==> config.mk <==
export PLATFORM = sky130hd
export DESIGN_NAME = word_beat_gearbox
export DESIGN_NICKNAME = d
export VERILOG_FILES = /design/src/rtl/wbg_pkg.sv /design/src/rtl/wbg_pace.sv /design/src/rtl/wbg_pack.sv /design/src/rtl/wbg_flag.sv /design/src/rtl/word_beat_gearbox.sv
export SDC_FILE = /design/constraint.sdc
export NUM_CORES = 1
export LEC_CHECK = 0
export ABC_CLOCK_PERIOD_IN_PS = 2980
export BUFFER_PORTS_ARGS = -buffer_cell sky130_fd_sc_hd__clkbuf_2
export CAP_MARGIN = 20
export CORE_ASPECT_RATIO = 1.5
export CORE_MARGIN = 2
export CORE_UTILIZATION = 58
export DETAILED_ROUTE_END_ITERATION = 6
export HOLD_SLACK_MARGIN = 0.12
export PLACE_DENSITY = 0.89
export SLEW_MARGIN = 20
export SYNTH_ARGS = -nofsm -noshare
export SYNTH_HDL_FRONTEND = slang
export SYNTH_SLANG_ARGS = --single-unit
==> constraint.sdc <==
create_clock -name clk -period 2.98 [get_ports clk]
set_input_delay 0.596 -clock clk [delete_from_list [all_inputs] [get_ports clk]]
set_output_delay 0.596 -clock clk [all_outputs]
set_load 0.01 [all_outputs]
==> src/rtl/wbg_pkg.sv <==
package wbg_pkg;
    localparam int unsigned DEF_IN_W  = 32;
    localparam int unsigned DEF_OUT_W = 6;

    // Smallest accumulator that can take a whole word on top of a
    // residue that is one bit short of a beat.
    function automatic int unsigned acc_bits(input int unsigned in_w, input int unsigned out_w);
        return in_w + out_w - 1;
    endfunction
endpackage

==> src/rtl/wbg_pace.sv <==
module wbg_pace (
    input  logic clk,
    input  logic rst,
    output logic clk_o,
    output logic beat_due
);
    typedef struct packed {
        logic level;
    } pace_t;

    pace_t s_d, s_q;

    always_comb begin
        s_d       = s_q;
        s_d.level = ~s_q.level;
    end

    always_ff @(posedge clk) begin
        if (rst) s_q <= '0;
        else     s_q <= s_d;
    end

    assign clk_o    = s_q.level;
    // A beat is issued on the edge that drives the companion clock low.
    assign beat_due = s_q.level;
endmodule

==> src/rtl/wbg_pack.sv <==
module wbg_pack #(
    parameter int unsigned IN_W  = 32,
    parameter int unsigned OUT_W = 6,
    parameter int unsigned ACC_W = 37,
    parameter int unsigned CNT_W = 6
) (
    input  logic             clk,
    input  logic             rst,
    input  logic             beat_due,
    input  logic             in_valid,
    input  logic [IN_W-1:0]  in_data,
    output logic             in_ready,
    output logic [OUT_W-1:0] beat_data,
    output logic             beat_fire,
    output logic             starve,
    output logic [CNT_W-1:0] fill_cnt
);
    localparam logic [CNT_W-1:0] BEAT_BITS  = CNT_W'(OUT_W);
    localparam logic [CNT_W-1:0] WORD_BITS  = CNT_W'(IN_W);
    localparam logic [CNT_W-1:0] ROOM_LIMIT = CNT_W'(ACC_W - IN_W);

    typedef struct packed {
        logic [ACC_W-1:0] acc;
        logic [CNT_W-1:0] cnt;
        logic [OUT_W-1:0] bus;
    } pack_t;

    pack_t            s_d, s_q;
    logic [ACC_W-1:0] acc_left;
    logic [CNT_W-1:0] cnt_left;
    logic             take;

    always_comb begin
        s_d       = s_q;
        beat_fire = beat_due && (s_q.cnt >= BEAT_BITS);
        starve    = beat_due && !beat_fire;
        acc_left  = s_q.acc;
        cnt_left  = s_q.cnt;
        if (beat_fire) begin
            s_d.bus  = s_q.acc[OUT_W-1:0];
            acc_left = s_q.acc >> OUT_W;
            cnt_left = s_q.cnt - BEAT_BITS;
        end
        // Readiness depends on state only, never on in_valid.
        in_ready = (cnt_left <= ROOM_LIMIT);
        take     = in_valid && in_ready;
        s_d.acc  = acc_left;
        s_d.cnt  = cnt_left;
        if (take) begin
            s_d.acc = acc_left | (ACC_W'(in_data) << cnt_left);
            s_d.cnt = cnt_left + WORD_BITS;
        end
    end

    always_ff @(posedge clk) begin
        if (rst) s_q <= '0;
        else     s_q <= s_d;
    end

    assign beat_data = s_q.bus;
    assign fill_cnt  = s_q.cnt;
endmodule

==> src/rtl/wbg_flag.sv <==
module wbg_flag (
    input  logic clk,
    input  logic rst,
    input  logic beat_fire,
    input  logic starve,
    output logic underrun_o
);
    typedef struct packed {
        logic armed;
        logic flag;
    } flag_t;

    flag_t s_d, s_q;

    always_comb begin
        s_d = s_q;
        if (beat_fire)              s_d.armed = 1'b1;
        if (starve && s_q.armed)    s_d.flag  = 1'b1;
    end

    always_ff @(posedge clk) begin
        if (rst) s_q <= '0;
        else     s_q <= s_d;
    end

    assign underrun_o = s_q.flag;
endmodule

==> src/rtl/word_beat_gearbox.sv <==
module word_beat_gearbox #(
    parameter int unsigned IN_W  = wbg_pkg::DEF_IN_W,
    parameter int unsigned OUT_W = wbg_pkg::DEF_OUT_W
) (
    input  logic             clk,
    input  logic             rst,
    input  logic             in_valid,
    input  logic [IN_W-1:0]  in_data,
    output logic             in_ready,
    output logic [OUT_W-1:0] beat_o,
    output logic             clk_o,
    output logic             underrun_o
);
    localparam int unsigned ACC_W = wbg_pkg::acc_bits(IN_W, OUT_W);
    localparam int unsigned CNT_W = $clog2(ACC_W + 1);

    logic             beat_due;
    logic             beat_fire;
    logic             starve;
    logic [CNT_W-1:0] fill_cnt;

    wbg_pace u_pace (
        .clk      (clk),
        .rst      (rst),
        .clk_o    (clk_o),
        .beat_due (beat_due)
    );

    wbg_pack #(
        .IN_W  (IN_W),
        .OUT_W (OUT_W),
        .ACC_W (ACC_W),
        .CNT_W (CNT_W)
    ) u_pack (
        .clk       (clk),
        .rst       (rst),
        .beat_due  (beat_due),
        .in_valid  (in_valid),
        .in_data   (in_data),
        .in_ready  (in_ready),
        .beat_data (beat_o),
        .beat_fire (beat_fire),
        .starve    (starve),
        .fill_cnt  (fill_cnt)
    );

    wbg_flag u_flag (
        .clk        (clk),
        .rst        (rst),
        .beat_fire  (beat_fire),
        .starve     (starve),
        .underrun_o (underrun_o)
    );
endmodule

==> impl_metrics.py, run 1 <==
metrics = {
    "power": {
        "power_frac_seq_pct": 35.3,
        "pwr-share-comb_pct": 46.3,
        "peakVddDrop_uv": 318,
        "power_switching_uw": 937,
        "clockPowerShare_pct": 18.4,
        "internal_power_uw": 1420,
        "p_leak_uw": 0.00156,
        "power.density_nw_per_um2": 555,
        "switching_share_pct": 39.7,
    },
    "critical_path": {
        "cp_data_arrival_time_ns": 2.13,
        "cp_common_cell": "buf_4",
        "rr_startpoint": "u_pack.fill_cnt[1]",
        "worst-path-max-fanout": 27,
        "crit_path_start_kind": "register",
        "path_delay_family": "buffers and inverters",
        "critPathMaxStageDelay_ns": 0.36,
        "cp-end-kind": "output port",
        "crit_buf_inv": 3,
        "worst_ep_required_time_ns": 2.38,
        "crit_slowest_cell": "dfxtp_1",
        "path_cells": "buf_4 > nand2_1 > a211o_1 > o311ai_1 > buf_4 > o21a_1 > clkbuf_2",
        "path_class": "register to output port",
        "critPathLaunch": "u_pack.fill_cnt[1]",
    },
    "floorplanning": {
        "core_sq_um": 6440,
        "die_h_um": 103,
        "initial_core_util_pct": 59.3,
        "rows": 36,
        "top_level_ports": 44,
        "die_w_um": 70.3,
        "die_area_sq_um": 7270,
    },
    "clock_tree": {
        "tritoncts": "yes",
        "cts.path.max_buffers": 2,
        "cts_buffers": 5,
        "insertion_delay_ns": 0.30,
        "cts-hold-fix-buffers": 0,
        "clk_pin_slew_worst_paths_ns": 0.09,
        "cts_root_buf": "clkbuf_8",
        "post_cts_buffers": 0,
        "h-tree-depth": 2,
        "cts_sinks": 51,
    },
    "synthesis": {
        "synth-edff-count": 0,
        "netlist.top_cell.by_area": "dfxtp_1",
        "yosysTopAreaCellShare_pct": 26.7,
        "ys_types": 67,
        "synth_top_family_by_area": "compound AO/OA/AOI/OAI gates",
        "synth_async_sr_flop_share_pct": 0,
        "syn_nets": 548,
        "post_synth_instance_area_sq_um": 3820,
        "yosys.area_share.xor_xnor_pct": 0.458,
        "synthCells": 512,
        "yosysSeqAreaShare_pct": 26.7,
        "synth_mux_area_share_pct": 10.7,
        "yosysWarnings": 0,
        "synth_seq_cells": 51,
        "synth_compound_area_share_pct": 30.4,
        "synthAdderAreaFrac_pct": 0.327,
        "syn_avg_cell_area_sq_um": 7.47,
        "yosys.cell_count.top_type": "nand2_1",
        "yosys-top-cells-count": "nand2_1, dfxtp_1, nor2_1, a31oi_1, a21oi_1",
        "synth_area_leaders": "dfxtp_1, nand2_1, mux2i_1",
        "ys.flop_type": "dfxtp_1",
        "yosys.area_share.simple_pct": 24.8,
    },
    "route": {
        "routedWlPerCell_um": 18.8,
        "viasPerCell": 6.76,
        "vias": 4175,
        "top_layer": "met4",
        "drt_iter0_drc": 355,
        "route.detailed.drc": 0,
        "final_antenna_net_count": 0,
        "met2_length_um": 5500,
        "drt-total-wl_um": 11600,
        "met3WireLength_um": 952,
        "first_pass_iters": 5,
        "wl_met1_um": 4550,
    },
    "sta": {
        "final.setup.tns_ns": 0,
        "maxSlewViolCount": 0,
        "rsz0062_at_grt": "false",
        "fin_skew_ns": 0.00585,
        "hold_viol": 0,
        "max_slew_margin_pct": 29.2,
        "clock.fmax_mhz": 366,
        "finalCriticalPeriod_ns": 2.73,
        "fin_crit_sh_pct": 91.6,
        "setup_violations": 0,
        "tightest_slew_ns": 1.05,
        "finalWorstSetupSlack_ns": 0.251,
    },
    "global_route": {
        "grt_pass1_vias": 3815,
        "grt_max_degree": 44,
        "grt_pass1_wl_um": 19200,
        "grt-ovfl-total": 0,
        "antenna_found_initial": 0,
        "grtUsageTotal_pct": 32.9,
    },
    "finish": {
        "fin_nets": 577,
        "area_growth_pct": 11.1,
        "multi_input_area_sq_um": 2560,
        "fin_area_sq_um": 4250,
        "postLayoutCoreUtil_pct": 65.9,
        "drive_gt1_share_pct": 19.2,
        "layout.area.seq_sq_um": 1020,
        "nFillCells": 607,
        "insertedDiodeCount": 0,
    },
    "placed_design": {
        "pre_cts_ws_ns": 0.174,
        "numPortBuffers": 43,
        "place.gp.congestion": 0.981,
        "dp_hpwl_um": 8710,
        "dpl-instance-area_sq_um": 4140,
    },
    "status": {
        "status": "complete, no violations",
    },
    "run": {
        "maxCapViolations": 0,
    },
    "worst_hold_path": {
        "hp-class": "register to register",
        "hp-start": "u_pack.beat_data[0]",
    },
}
==> placed cells by master (no fill, tap or decap), types with 3 or more instances in the layout <==
cell type,netlist,final
clkbuf_8,0,7
o32ai_1,4,4
and2_1,5,5
o221ai_1,12,12
o21ai_0,16,16
nor2b_1,4,4
nand2_1,101,101
a222oi_1,3,3
o21ai_2,2,3
o2111ai_1,3,3
inv_1,3,3
nand2b_1,7,7
o211ai_1,4,4
dfxtp_1,51,51
nand3_1,25,25
a211oi_1,5,5
o31ai_1,4,4
a21oi_1,26,26
buf_4,7,27
a221oi_1,4,4
a22o_1,6,6
a22oi_1,11,11
nor3_1,12,12
mux2i_1,25,25
clkbuf_2,0,43
o21ai_1,8,7
o22ai_1,5,5
mux2_2,9,9
a31oi_1,27,27
nor2_1,36,35
nand3b_1,3,3
==> final timing paths <==
| check | cells past startpoint | to | slack, ns |
|---|---|---|---|
| worst min register to register | 2 | u_pack.beat_data[0] | 0.46 |
| worst min-delay path | 2 | u_pack.beat_data[0] | 0.46 |
| worst max-delay path | 7 | in_ready | 0.25 |
| worst max register to register | 9 | u_pack.s_q[46] | 0.26 |
==> per-layer routing <==
layer / GRT usage, % / up-vias
li1: - / 1959
met1: 40.8 / 1913
met2: 54.5 / 250
met3: 4.26 / 53
met4: 20.3 / 0
met5: 0 / -
==> area by class of cell <==
type	instances	share of cell area, %
Multi-Input combinational cell	408	60.3
Clock buffer	8	2.36
Inverter	3	0.265
Timing Repair Buffer	72	10.8
Tap cell	76	2.24
Sequential cell	51	24.0
==> power groups by stage <==
stage	registers (uW)	clock network [uW]	logic (uW)
2_1_floorplan	828	0	761
3_3_place_gp	842	0	1030
3_5_place_dp	846	0	1060
4_1_cts	831	441	1060
5_1_grt	844	464	1190
6_report	833	434	1090
==> cells by family (layout without fill, tap and decap cells) <==
kind of cell | count (synthesis) | in the layout
AND/OR/NAND/NOR | 208 | 208
buffers and inverters | 53 | 83
XOR/XNOR | 2 | 2
adder cells (fa/ha/maj) | 1 | 1
flip-flops | 51 | 51
AO/OA/AOI/OAI | 160 | 160
multiplexers | 37 | 37
==> timing repair <==
item | in CTS | in global routing
setup endpoints to repair | 0 | 2
resized for setup | 0 | 1
hold endpoints to repair | 0 | 0
==> metrics by stage <==
stage	std cells	power, uW	hold WS (ns)
finish	618	2360	0.456
detailed placement	610	1910	0.447
global placement	610	1870	0.439
CTS	618	2340	0.459
floorplan	512	1590	0.432
global route	618	2500	0.481
==> worst min-delay path, stage by stage (launching register included) <==
cell	delay, ns
dfxtp_1	0.32
nand2_1	0.05
a21oi_1	0.05
==> flip-flops by register name (all words and copies together) (netlist names) <==
| name | flops |
|---|---|
| u_pack.beat_data | 6 |
| u_pack.s_q | 37 |
| u_pack.fill_cnt | 5 |
| u_pace.beat_due | 1 |
| u_flag.underrun_o | 1 |
| u_flag.s_q | 1 |
Power figures use the tool's default switching activity.
==> run 2: changes to the inputs <==
- CELL_PAD_IN_SITES_DETAIL_PLACEMENT: default -> 1
- CELL_PAD_IN_SITES_GLOBAL_PLACEMENT: default -> 2
- CORE_UTILIZATION: 58 -> 34
- PLACE_DENSITY: 0.89 -> 0.9
==> run 2 against run 1 <==
- power increased by 7.2%
- largest power group unchanged
- clock skew increased by 0.0029 ns
- sequential cell count unchanged
- critical path type is now register to register
- combinational power about the same
- highest routed layer unchanged
- worst hold slack improved by 0.0013 ns
- critical endpoint is now u_pack.s_q[46]
- cell count increased by 11%
- clock power increased by 32%
==> impl_metrics.py, run 2 (synthesized netlist as in run 1, its figures left out) <==
metrics = {
    "status": {
        "status": "complete, no violations",
    },
    "global_route": {
        "grt-ovfl-total": 0,
        "antenna_found_initial": 0,
        "grt_max_degree": 44,
        "grt_pass1_vias": 4154,
        "grtUsageTotal_pct": 22.7,
        "grt_pass1_wl_um": 22200,
    },
    "power": {
        "switching_share_pct": 40.1,
        "peakVddDrop_uv": 324,
        "p_leak_uw": 0.00156,
        "internal_power_uw": 1510,
        "clockPowerShare_pct": 22.7,
        "pwr-share-comb_pct": 44.5,
        "power_frac_seq_pct": 32.8,
        "power_switching_uw": 1010,
        "power.density_nw_per_um2": 580,
    },
    "clock_tree": {
        "cts_resized": 0,
        "insertion_delay_ns": 0.30,
        "h-tree-depth": 2,
        "tritoncts": "yes",
        "cts-hold-fix-buffers": 0,
        "cts_root_buf": "clkbuf_16",
        "cts.path.max_buffers": 2,
        "post_cts_buffers": 0,
        "cts_sinks": 51,
        "clk_pin_slew_worst_paths_ns": 0.07,
        "cts_buffers": 5,
    },
    "route": {
        "drt-total-wl_um": 13900,
        "viasPerCell": 5.95,
        "routedWlPerCell_um": 20.2,
        "route.detailed.drc": 0,
        "final_antenna_net_count": 0,
        "vias": 4091,
        "first_pass_iters": 5,
        "drt_iter0_drc": 284,
    },
    "finish": {
        "layout_common_cells": "nand2_1, dfxtp_1, clkbuf_2",
        "final_common_cell": "nand2_1",
        "postLayoutCoreUtil_pct": 39.7,
        "top_register": "u_pack.s_q",
        "fin_nets": 575,
        "insertedDiodeCount": 0,
        "largest_reg_flops": 37,
        "area_growth_pct": 14.1,
        "drive_gt1_share_pct": 19.1,
    },
    "sta": {
        "maxSlewViolCount": 0,
        "tightest_slew_ns": 0.818,
        "clock.fmax_mhz": 355,
        "fin_crit_sh_pct": 94.5,
        "max_slew_margin_pct": 45.0,
        "fin_skew_ns": 0.00876,
        "setup_violations": 0,
        "hold_viol": 0,
        "finalWorstSetupSlack_ns": 0.164,
        "finalCriticalPeriod_ns": 2.82,
    },
    "floorplanning": {
        "die_w_um": 90.6,
        "rows": 47,
        "core_sq_um": 11000,
        "top_level_ports": 44,
        "die_area_sq_um": 12100,
        "initial_core_util_pct": 34.8,
        "die_h_um": 134,
    },
    "placed_design": {
        "pre_cts_ws_ns": 0.140,
        "dp_hpwl_um": 10600,
        "numPortBuffers": 43,
        "place.gp.congestion": 0.964,
    },
    "critical_path": {
        "reg2reg_depth": 9,
        "cp-end-kind": "register",
        "cp_data_arrival_time_ns": 2.97,
        "crit_buf_inv": 1,
        "crit_slowest_cell": "or4_4",
        "worst-path-max-fanout": 16,
        "critPathMaxStageDelay_ns": 0.58,
        "path_delay_family": "compound AO/OA/AOI/OAI gates",
        "crit_path_start_kind": "register",
        "path_class": "register to register",
        "worst_ep_required_time_ns": 3.13,
        "path_cells": "ha_1 > or4_4 > buf_4 > a221oi_1 > o21ai_0 > a222oi_1 > o32ai_2 > a22oi_1 > a311oi_1",
        "cp_num_cells": 9,
    },
    "worst_hold_path": {
        "min_path_cells": 2,
        "hp-class": "register to register",
    },
    "run": {
        "maxCapViolations": 0,
    },
}
==> run 2: path summary, 6_finish.rpt <==
check / to / start / slack (ns)
setup / recovery: u_pack.s_q[46] / u_pack.fill_cnt[1] / 0.16
hold / removal: u_pack.beat_data[2] / u_pack.s_q[14] / 0.46
setup reg to reg: u_pack.s_q[46] / u_pack.fill_cnt[1] / 0.16
hold reg to reg: u_pack.beat_data[2] / u_pack.s_q[14] / 0.46
==> run 2: tightest hold or removal path: cells and delay by family, from the launching register on <==
kind / cells / cell delay [ns]
AO/OA/AOI/OAI: 1 / 0.05
flip-flops: 1 / 0.31
AND/OR/NAND/NOR: 1 / 0.05
==> run 2: per-stage QoR <==
stage / hold WS, ns / setup TNS [ns] / std cells / area, sq um / power (uW)
after global placement: 0.442 / 0 / 679 / 4210 / 1910
after detailed placement: 0.448 / 0 / 679 / 4210 / 1940
after CTS: 0.458 / 0 / 687 / 4350 / 2510
after global routing: 0.474 / -0.00372 / 687 / 4360 / 2670
final: 0.457 / 0 / 687 / 4360 / 2530
after floorplan: 0.432 / 0 / 512 / 3820 / 1590
==> run 2: power groups by stage <==
stage	registers (uW)	logic, uW	clock network [uW]
2_1_floorplan	828	761	0
3_3_place_gp	837	1070	0
3_5_place_dp	844	1100	0
4_1_cts	829	1100	581
5_1_grt	839	1220	607
6_report	829	1120	574
==> run 2: layout make-up <==
type,instances,area (sq um)
inverters,3,11.3
fillers,1396,6640
flip-flops and latches,51,1020
clock buffers,6,129
repair buffers,70,430
well taps,147,184
clock inverters,2,12.5
multi-input cells,408,2570
==> run 2: metal layers <==
layer	up-vias	track usage [%]	share of wire, %
met2	112	41.5	51
met5	-	0	0
met1	1995	26.9	42
li1	1955	-	-
met4	0	9.83	3.4
met3	29	2.13	3.6
==> run 3: changes to the inputs <==
- SYNTH_HIERARCHICAL: default -> 1
==> run 3 against run 2 <==
- clock skew is 0.0067 ns lower
- synthesized cell count decreased by 3.5%
- worst setup slack improved by 0.047 ns
- register-to-register slack gained 0.05 ns
- wire length is 7.6% lower
- global-route usage is 1.1 points lower
- sequential cell count stayed put
==> impl_metrics.py, run 3 <==
metrics = {
    "status": {
        "status": "complete, no violations",
    },
    "route": {
        "drt_iter0_drc": 211,
        "vias": 3952,
        "final_antenna_net_count": 0,
        "routedWlPerCell_um": 19.3,
        "route.detailed.drc": 0,
        "viasPerCell": 5.93,
        "first_pass_iters": 4,
        "drt-total-wl_um": 12900,
    },
    "global_route": {
        "grtUsageTotal_pct": 21.7,
        "antenna_found_initial": 0,
        "grt_pass1_vias": 4082,
        "grt_pass1_wl_um": 20300,
        "grt_max_degree": 48,
        "grt-ovfl-total": 0,
    },
    "finish": {
        "area_growth_pct": 14.9,
        "final_common_cell": "nand2_1",
        "drive_gt1_share_pct": 21.2,
        "top_register": "u_pack/s_q",
        "layout_common_cells": "nand2_1, dfxtp_1, clkbuf_2",
        "insertedDiodeCount": 0,
        "fin_nets": 558,
        "largest_reg_flops": 37,
        "nFillCells": 1330,
        "fin_area_sq_um": 4280,
    },
    "sta": {
        "clock.fmax_mhz": 361,
        "fin_crit_sh_pct": 92.9,
        "hold_ws_ns": 0.454,
        "rsz0062_at_grt": "false",
        "final.setup.tns_ns": 0,
        "maxSlewViolCount": 0,
        "tightest_slew_ns": 0.712,
        "hold_viol": 0,
        "finalWorstSetupSlack_ns": 0.211,
        "setup_violations": 0,
        "finalCriticalPeriod_ns": 2.77,
        "fin_skew_ns": 0.00208,
        "max_slew_margin_pct": 52.5,
    },
    "clock_tree": {
        "cts_root_buf": "clkbuf_16",
        "cts_resized": 0,
        "cts.path.max_buffers": 2,
        "cts_buffers": 5,
        "tritoncts": "yes",
        "clk_pin_slew_worst_paths_ns": 0.07,
        "h-tree-depth": 2,
        "insertion_delay_ns": 0.29,
        "cts_sinks": 51,
        "cts-hold-fix-buffers": 0,
        "post_cts_buffers": 0,
    },
    "synthesis": {
        "syn_nets": 530,
        "post_synth_instance_area_sq_um": 3720,
        "syn_avg_cell_area_sq_um": 7.54,
        "yosysWarnings": 6,
        "synthCells": 494,
    },
    "critical_path": {
        "critPathMaxStageDelay_ns": 0.55,
        "crit_slowest_cell": "or4_4",
        "cp-end-kind": "register",
        "cp_data_arrival_time_ns": 2.92,
        "path_cells": "ha_1 > or4_4 > o21ai_4 > a21boi_2 > buf_12 > mux2i_1 > a22oi_1 > a221oi_1 > nor3_1",
        "crit_buf_inv": 1,
        "crit_path_start_kind": "register",
        "worst-path-max-fanout": 28,
        "path_delay_family": "compound AO/OA/AOI/OAI gates",
        "path_class": "register to register",
        "worst_ep_required_time_ns": 3.13,
    },
    "floorplanning": {
        "die_w_um": 89.5,
        "die_h_um": 132,
        "rows": 46,
        "initial_core_util_pct": 35.0,
        "top_level_ports": 44,
        "die_area_sq_um": 11800,
        "core_sq_um": 10600,
    },
    "power": {
        "p_leak_uw": 0.00170,
        "pwr-share-comb_pct": 49.7,
        "switching_share_pct": 41.2,
        "clockPowerShare_pct": 21.7,
        "power.density_nw_per_um2": 730,
        "power_frac_seq_pct": 28.6,
        "power_switching_uw": 1290,
        "internal_power_uw": 1840,
        "peakVddDrop_uv": 322,
    },
    "placed_design": {
        "dpl-instance-area_sq_um": 4100,
        "dp_hpwl_um": 9540,
        "pre_cts_ws_ns": 0.225,
        "place.gp.congestion": 0.849,
        "numPortBuffers": 43,
    },
    "worst_hold_path": {
        "hp-class": "register to register",
    },
    "run": {
        "maxCapViolations": 0,
    },
}
[run 3: cell type report]
type / instances / area [sq um] / area share [%]
Inverter: 2 / 7.51 / 0.175
Timing Repair Buffer: 73 / 469 / 11.0
Clock inverter: 2 / 35.0 / 0.818
Clock buffer: 6 / 139 / 3.24
Sequential cell: 51 / 1020 / 23.9
Tap cell: 144 / 180 / 4.21
Multi-Input combinational cell: 389 / 2430 / 56.7
[run 3: path summary, 6_finish.rpt]
kind                      startpoint                   to  slack [ns]  cells after the start
hold / removal        u_pack/s_q[14]  u_pack/beat_data[2]        0.45                      2
hold reg to reg       u_pack/s_q[14]  u_pack/beat_data[2]        0.45                      2
setup / recovery  u_pack/fill_cnt[1]       u_pack/s_q[27]        0.21                      9
setup reg to reg  u_pack/fill_cnt[1]       u_pack/s_q[27]        0.21                      9
[run 3: worst min-delay path, cell delays in order (launching register included)]
cell and delay (ns):
dfxtp_1 0.31, nand2_1 0.05, a21oi_1 0.05
[run 3: per-stage QoR]
step	std cells	total power, uW	util [%]
6_report	667	3120	40.2
5_1_grt	667	3310	40.2
4_1_cts	667	3120	40.2
3_5_place_dp	659	2430	38.5
3_3_place_gp	659	2370	38.5
2_1_floorplan	494	1980	-
[run 3: power groups by stage]
stage / clock network, uW / registers (uW) / logic (uW)
after floorplan: 0 / 880 / 1100
after global placement: 0 / 899 / 1470
after detailed placement: 0 / 908 / 1530
after CTS: 687 / 893 / 1540
after global routing: 712 / 905 / 1690
final: 679 / 893 / 1550
[run 3: layer usage]
layer  track usage, %  part of all wire, %  vias to the layer above
met3             1.94                  3.5                       32
li1                 -                    -                     1871
met2             37.6                   52                      107
met4             11.3                  3.9                        0
met5                0                    0                        -
met1             25.5                   41                     1942
